File: config.mk
export PLATFORM = sky130hd
export DESIGN_NAME = ictr_channel
export DESIGN_NICKNAME = d
export VERILOG_FILES = /design/src/rtl/ictr_pkg.sv /design/src/rtl/ictr_dec1.sv /design/src/rtl/ictr_trigger.sv /design/src/rtl/ictr_channel.sv
export SDC_FILE = /design/constraint.sdc
export NUM_CORES = 1
export LEC_CHECK = 0
export BUFFER_PORTS_ARGS = -buffer_cell sky130_fd_sc_hd__buf_4
export CORE_MARGIN = 4
export CORE_UTILIZATION = 50
export CTS_CLUSTER_DIAMETER = 30
export DETAILED_ROUTE_END_ITERATION = 10
export GPL_TIMING_DRIVEN = 1
export PLACE_DENSITY_LB_ADDON = 0.2
export SLEW_MARGIN = 20
export SYNTH_ARGS = -nofsm -noshare
export SYNTH_HDL_FRONTEND = slang
export SYNTH_SLANG_ARGS = --single-unit
File: constraint.sdc
create_clock -name clk -period 3.47 [get_ports clk]
set_clock_uncertainty 0.05 [all_clocks]
set_input_delay 0.694 -clock clk [delete_from_list [all_inputs] [get_ports clk]]
set_output_delay 0.694 -clock clk [all_outputs]
set_load 0.01 [all_outputs]
File: src/rtl/ictr_pkg.sv
package ictr_pkg;

   typedef enum logic [2:0] {
      ONE_SHOT_SW = 3'd0,
      ONE_SHOT_HW = 3'd1,
      RATE        = 3'd2,
      SQUARE      = 3'd3,
      STROBE_SW   = 3'd4,
      STROBE_HW   = 3'd5
   } ictr_mode_e;

   // codes 6 and 7 fold onto the periodic modes
   function automatic ictr_mode_e fold_mode(input logic [2:0] m);
      if (m[2] && m[1])
         return ictr_mode_e'({1'b0, m[1:0]});
      return ictr_mode_e'(m);
   endfunction

   // OUT level right after a load or a restart
   function automatic logic start_level(input ictr_mode_e m);
      return (m == SQUARE);
   endfunction

endpackage

File: src/rtl/ictr_dec1.sv
module ictr_dec1 #(
   parameter int CNT_W  = 16,
   parameter bit BCD_EN = 1'b1
) (
   input  logic [CNT_W-1:0] val_i,
   input  logic             bcd_i,
   output logic [CNT_W-1:0] res_o
);
   localparam int DIGITS = CNT_W / 4;

   logic [CNT_W-1:0] bin_res;
   assign bin_res = val_i - {{(CNT_W-1){1'b0}}, 1'b1};

   if (BCD_EN) begin : g_bcd
      logic [DIGITS-1:0] brw;
      logic [CNT_W-1:0]  dec_res;
      assign brw[0] = 1'b1;
      for (genvar g = 0; g < DIGITS; g++) begin : g_dig
         logic [3:0] dg;
         assign dg = val_i[4*g +: 4];
         assign dec_res[4*g +: 4] = !brw[g] ? dg :
                                    ((dg == 4'd0) ? 4'd9 : dg - 4'd1);
         if (g < DIGITS - 1) begin : g_nxt
            assign brw[g+1] = brw[g] & (dg == 4'd0);
         end
      end
      assign res_o = bcd_i ? dec_res : bin_res;
   end else begin : g_bin
      logic unused_bcd;
      assign unused_bcd = bcd_i;
      assign res_o      = bin_res;
   end
endmodule

File: src/rtl/ictr_trigger.sv
module ictr_trigger
   import ictr_pkg::*;
(
   input  logic       clk,
   input  logic       rst_n,
   input  logic       gate_i,
   input  ictr_mode_e mode_i,
   output logic       restart_o,
   output logic       run_ok_o
);
   logic gate_q;
   logic retrig;
   logic level_free;

   always_ff @(posedge clk) begin
      if (!rst_n) gate_q <= 1'b0;
      else        gate_q <= gate_i;
   end

   always_comb begin
      case (mode_i)
         ONE_SHOT_HW, STROBE_HW: begin retrig = 1'b1; level_free = 1'b1; end
         RATE, SQUARE:           begin retrig = 1'b1; level_free = 1'b0; end
         default:                begin retrig = 1'b0; level_free = 1'b0; end
      endcase
   end

   assign restart_o = gate_i & ~gate_q & retrig;
   assign run_ok_o  = gate_i | level_free;
endmodule

File: src/rtl/ictr_channel.sv
module ictr_channel
   import ictr_pkg::*;
#(
   parameter int CNT_W  = 16,
   parameter bit BCD_EN = 1'b1
) (
   input  logic             clk,
   input  logic             rst_n,
   input  logic             tick_i,
   input  logic             gate_i,
   input  logic [2:0]       mode_i,
   input  logic             bcd_i,
   input  logic             load_i,
   input  logic [CNT_W-1:0] load_val_i,
   output logic [CNT_W-1:0] count_o,
   output logic             out_o
);
   localparam logic [CNT_W-1:0] ONE = CNT_W'(1);
   localparam logic [CNT_W-1:0] TWO = CNT_W'(2);

   if (CNT_W < 4) begin : g_bad_width
      $error("ictr_channel: CNT_W must be at least 4");
   end
   if (BCD_EN && (CNT_W % 4 != 0)) begin : g_bad_bcd
      $error("ictr_channel: decimal counting needs CNT_W a multiple of 4");
   end

   ictr_mode_e       mode_e;
   logic [CNT_W-1:0] init_q, cnt_q, dec1, dec2, init_even;
   logic             pend_q, armed_q, done_q, hold_q, out_q;
   logic             restart, run_ok;

   assign mode_e    = fold_mode(mode_i);
   assign init_even = {init_q[CNT_W-1:1], 1'b0};

   ictr_dec1 #(.CNT_W(CNT_W), .BCD_EN(BCD_EN)) u_dec_a (
      .val_i(cnt_q), .bcd_i(bcd_i), .res_o(dec1));
   ictr_dec1 #(.CNT_W(CNT_W), .BCD_EN(BCD_EN)) u_dec_b (
      .val_i(dec1),  .bcd_i(bcd_i), .res_o(dec2));

   ictr_trigger u_trig (
      .clk(clk), .rst_n(rst_n), .gate_i(gate_i), .mode_i(mode_e),
      .restart_o(restart), .run_ok_o(run_ok));

   always_ff @(posedge clk) begin
      if (!rst_n) begin
         init_q  <= '0;
         cnt_q   <= '0;
         pend_q  <= 1'b0;
         armed_q <= 1'b0;
         done_q  <= 1'b0;
         hold_q  <= 1'b0;
         out_q   <= 1'b1;
      end else begin
         if (tick_i && !load_i) begin
            if (pend_q) begin
               cnt_q  <= (mode_e == SQUARE) ? init_even : init_q;
               hold_q <= (mode_e == SQUARE) & init_q[0];
               pend_q <= 1'b0;
               done_q <= 1'b0;
               out_q  <= start_level(mode_e);
            end else if (armed_q && run_ok) begin
               case (mode_e)
                  ONE_SHOT_SW, ONE_SHOT_HW: begin
                     cnt_q <= dec1;
                     if (cnt_q == ONE) out_q <= 1'b1;
                  end
                  STROBE_SW, STROBE_HW: begin
                     cnt_q <= dec1;
                     out_q <= (cnt_q == ONE) && !done_q;
                     if (cnt_q == ONE) done_q <= 1'b1;
                  end
                  RATE: begin
                     if (cnt_q == ONE) begin
                        cnt_q <= init_q;
                        out_q <= 1'b1;
                     end else begin
                        cnt_q <= dec1;
                        out_q <= 1'b0;
                     end
                  end
                  SQUARE: begin
                     if (hold_q) begin
                        hold_q <= 1'b0;
                     end else if (cnt_q == TWO) begin
                        out_q  <= ~out_q;
                        cnt_q  <= init_even;
                        hold_q <= ~out_q & init_q[0];
                     end else begin
                        cnt_q <= dec2;
                     end
                  end
                  default: ;
               endcase
            end
         end
         if (load_i) begin
            init_q  <= load_val_i;
            pend_q  <= 1'b1;
            armed_q <= 1'b1;
            done_q  <= 1'b0;
            out_q   <= start_level(mode_e);
         end else if (restart && armed_q) begin
            pend_q <= 1'b1;
         end
      end
   end

   assign count_o = cnt_q;
   assign out_o   = out_q;
endmodule

# After elaboration in Yosys (flattened, before gate mapping)
# Index checks and enable logic that the tools add are counted.
# W data, S select, Z words.
word_totals:
  regBits: 38
  inputBits: 25
  out_inout_bits: 17
op_classes:
  add_sub_neg: 10
  eq_ne: 11
  mux: 48
  bitwise: 12
  n_reduce_logical: 35
ops:
  columns: ["op", "count"]
  rows:
  - ["$mux W16", 7]
  - ["$mux W4", 14]
  - ["$pmux W16 S3", 1]
  - ["$logic_not A4 Y1", 8]
  - ["$sub A16 B1 Y16 const B", 2]
  - ["$sub A4 B1 Y4 const B", 8]
  - ["$mux W1", 23]
  - ["$eq A16 B1 Y1 const B", 1]
  - ["$eq A16 B2 Y1 const B", 1]
  - ["$reduce_bool A2 Y1", 5]
  - ["$and A1 B1 Y1", 8]
  - ["$ne A4 B4 Y1 const B", 2]
  - ["$reduce_and A4 Y1", 2]
  - ["$reduce_or A2 Y1", 4]
  - ["$reduce_or A4 Y1", 2]
  - ["$eq A3 B2 Y1 const B", 2]
  - ["$eq A3 B3 Y1 const B", 2]
  - ["$mux W3", 2]
  - ["$reduce_and A6 Y1", 1]
  - ["$reduce_bool A3 Y1", 2]
  - ["$reduce_bool A6 Y1", 1]
  - ["$logic_and A1 B1 Y1", 5]
  - ["$ne A4 B3 Y1 const B", 1]
  - ["$pmux W1 S4", 1]
  - ["other kinds (8)", 11]

# Logic depth before layout (Yosys ltp)
logic_depth:
  depth_word: 15
  depth_mapped: 13
  depth_no_buf: 10

# Hierarchy
# From an unflattened synthesis, not the netlist that was laid out.
unflattened:
  hier_cells: 354
  hier_area_um2: 2880.3
modules_own_cells:
  columns: ["module", "instances", "cells_each", "area_per_inst_um2", "seq_area_each_um2"]
  rows:
  - ["ictr_channel", 1, 216, 1915.6, 740.7]
  - ["ictr_dec1 at u_dec_b", 1, 69, 469.2, 0.0]
  - ["ictr_dec1 at u_dec_a", 1, 62, 432.9, 0.0]
  - ["ictr_trigger", 1, 7, 62.6, 20.0]

# Worst setup path before layout
# No wires, ideal clock.
synth_timing:
  path_kind: "reg-to-reg"
  startpoint: "register cnt_q[0] (netlist: count_o[0])"
  endpoint: "register cnt_q[6] (netlist: count_o[6])"
  setup_ps: 58
  arrival_time_ps: 3239
  setup_slack_ps: 122
  path_stages_with_launch: 14
  path_cell_list: "dfxtp_1 -> clkbuf_1 -> inv_1 -> ha_1 -> buf_2 -> mux2i_1 -> or3_1 -> nand2_1 -> or2_1 -> clkbuf_1 -> or4_1 -> and3_1 -> a2111oi_2 -> o21a_1"
synth_between:
  elab_chain_cells: 12
synth_rtl:
  columns: ["item", "line", "source"]
  rows:
  - ["start: declaration", "ictr_channel.sv:29", "logic [CNT_W-1:0] init_q, cnt_q, dec1, dec2, init_even;"]
  - ["start signal: assignment", "ictr_channel.sv:57", "cnt_q <= (mode_e == SQUARE) ? init_even : init_q;"]
  - ["start signal: assignment", "ictr_channel.sv:75", "cnt_q <= init_q;"]
  - ["start signal: assignment", "ictr_channel.sv:87", "cnt_q <= init_even;"]
  - ["parallel branches: the longest is 9 deep, another holds $sub A16 B1 Y16", null, null]
  - ["$pmux W16 S3 *", "ictr_channel.sv:63", "case (mode_e)"]
  - ["$mux W16 *", "ictr_channel.sv:62", "end else if (armed_q && run_ok) begin"]
  - ["$mux W16 *", "ictr_channel.sv:56", "if (pend_q) begin"]
# Every way passes the cells marked *. The select of a mux whose other input is x is not followed.
# A chain may end at the register's enable or synchronous reset.

# Final worst setup path
layout_timing:
  startpoint: "register cnt_q[1] (netlist: count_o[1])"
  endpoint: "register cnt_q[1] (netlist: count_o[1])"
layout_between:
  elab_chain_cells: 11
layout_rtl:
  columns: ["item", "line"]
  rows:
  - ["parallel branches: the longest is 8 deep, another holds $sub A16 B1 Y16", null]
  - ["$pmux W16 S3 *", "ictr_channel.sv:63"]
  - ["$mux W16 *", "ictr_channel.sv:62"]
  - ["$mux W16 *", "ictr_channel.sv:56"]
# Marked as above.

==> impl_results.md <==
* Run status: finished clean
* Synth async-reset ratio at 0
* Critical path class: reg2reg
* Predominant post-synthesis flop cell: dfxtp_1
* Post-Place Worst Slack at 0.278 ns
* Peak fanout along the critical path at 9
* Core footprint at 6030 um^2
* Number of max-slew violations in the final report at 0
* Biggest area contributors in the synthesized netlist: dfxtp_1 (24%), mux2i_1 (6.0%), nor2_1 (5.8%)
* Die height at 87.5 um
* Max-cap violations at 0
* Final cycle utilization of the critical path at 0.915
* Post-CTS Repair Setup Buffers at 0
* Most common cell in the synthesized netlist: nor2_1
* Static Leakage at 1.50 nW
* Headroom to the max-slew limit at 0.294
* Top routing layer in use: met4
* Hold buffers post-CTS at 0
* Antenna violations before repair at 0
* First-pass iteration count of the detailed router at 5
* Final worst path period need at 3.17 ns
* Post-synthesis cell type with the largest combined area: dfxtp_1
* Rows at 28
* CTS H-tree depth at 2
* Worst skew pair latency at 0.30 ns
* Worst hold-check slack at 0.429 ns
* Number of sinks handled by clock tree synthesis at 38
* Area fraction of the dominant cell type after synthesis at 0.241
* Average wire per cell in the routed design at 21.3 um
* Gp weighted congestion at 0.990
* Wire length of the first global-routing pass at ~18,000 um
* Data arrival time of the critical path at between 3 and 4 ns
* Synthesized Nets at 446
* Worst setup slack for register-to-register paths at between 0.2 and 0.3 ns
* Post-cts resize count at 0
* Starting density of the core at 0.525
* Clock buffers created by TritonCTS at 5
* Syn Area/Cell at 7.60 um^2
* Wire length on met2 at roughly 5100 um
* DRC errors left at 0
* Routed length on met1 at ~4800 um
* Number of enable-type register cells in the synthesized netlist at 0
* Max Freq at 315 MHz
* I/O pin count at 42
* Maximum number of pins on one net before global-route repair at 26
* Total die area at around 7700 um^2
* Number of global-route vias before repair at ~3,500
* Residual antenna-violating net count after detailed routing at 0
* Via total after detailed routing at between 3,000 and 4,000
* Number of instances in the synthesized netlist at 416
* Routed WL at approximately 11,000 um
* Hold Vio Cnt, Final at 0
* Aggregate negative setup slack at 0 ns
* Buffer depth of the longest clock path at 2
* Share of layout cells above drive strength 1 at 0.190
* Number of setup violations in the final report at 0
* Clock Tree Root: clkbuf_8
* CTS tree: yes
* Summed instance area of the synthesized netlist at 3160 um^2
* Area of all placed cells without fillers at 3720 um^2
* Met3 wire length at 1070 um
* Power density of the placed cells at 400 nW/um^2
* Die boundary width at 87.5 um
* Number of port buffers at 41
* Total global routing overflow at 0
* Initial DRC count at 385
* P&R area growth vs syn at 17.5%
* Antenna Diode Count at 0
* Final Util at 0.617
* Type of the most critical hold path: reg2reg
* Clock Pin Slew Worst Setup and Hold Paths at 0.08 ns
* Detailed-route vias per instance at 6.71
* Ranking of synthesized cells by instance count: nor2_1 (49), dfxtp_1 (38), o21ai_0 (35)
* Warnings from Yosys at 0
* CP Capture Type: flop
* Slew at the pin closest to its max-slew limit at 1.06 ns
* Setup ws final at 0.296 ns
* Nets at 489
* Cell area after placement at approximately 3600 um^2
* Post-synthesis sequential area ratio at 0.241
* Max IR drop VDD at 0.000322 V
* Post-synthesis sequential element count at 38
* Cell variety after synth at 74
* Placed wire-length estimate after detailed placement at approximately 8400 um
* Setup repair after global routing missed its margin: no
* Worst setup SP type: flop
* Crit path required time at 3.62 ns
* Global Route Usage Sum at 0.308
-- where the power goes --
part           internal [mW]  switching [mW]
Combinational          0.236           0.338
Sequential             0.461          0.0419
Clock                  0.231           0.179
-- final timing paths --
check                                start    endpoint  depth (start not counted)
worst min-delay path                hold_q      hold_q                          2
worst max-delay path            count_o[1]  count_o[1]                         10
worst min register to register      hold_q      hold_q                          2
worst max register to register  count_o[1]  count_o[1]                         10
-- cells by family (layout without fill, tap and decap cells) --
group                      Yosys count  after routing  synth area share
and+or+nand+nor                    152            152             0.266
AOI/OAI and AO/OA                  144            144             0.306
buffers and inverters               39             82            0.0526
DFF                                 38             38             0.241
muxes                               21             21            0.0673
xor gates and xnor gates            17             17            0.0471
adders and majority gates            5              5            0.0198
-- cell type report --
type                            count  area (um^2)
Clock inverter                      1         30.0
Multi-Input combinational cell    339         2230
Fill cell                         557         2310
Timing Repair Buffer               62          465
Inverter                           13         48.8
Tap cell                           75         93.8
Clock buffer                        6         82.6
Sequential cell                    38          761
-- critical path, stage by stage, from the launching register on --
cell,delay [ns]
dfxtp_1,0.32
inv_1,0.14
ha_1,0.39
and4bb_2,0.40
and4bb_2,0.27
o21ai_1,0.47
nor2_1,0.12
nor2_1,0.20
a21oi_1,0.09
or4_1,0.40
a221oi_1,0.23
-- per-stage QoR --
step	total power, mW	instances
after detailed placement	1.07	527
after CTS	1.48	534
after global placement	1.06	527
final	1.49	534
after global routing	1.56	534
after floorplan	0.869	416
-- per-layer routing --
metal	up-vias	global-route usage
met3	38	0.0511
met1	1683	0.430
met2	203	0.471
met4	0	0.126
li1	1661	-
met5	-	0
-- sequential cells by signal, summed over array words and instances, names as in the netlist --
| register | cells |
|---|---|
| pend_q | 1 |
| hold_q | 1 |
| out_o | 1 |
| armed_q | 1 |
| init_q | 16 |
| count_o | 16 |
| u_trig.gate_q | 1 |
| done_q | 1 |
-- cell usage in the layout (no fill, tap or decap), drive strengths merged, types with 7 or more instances in the layout --
cell	synthesis	layout
a221oi	7	7
nand3	10	10
xnor2	13	13
nand2	21	21
buf	9	62
mux2i	19	19
o211ai	9	9
o21ai	37	37
nor3	15	15
or2	8	8
a31oi	8	8
a21oi	29	29
o21a	7	7
inv	11	11
nor2	49	49
dfxtp	38	38
(Power assumes the default switching activity.)
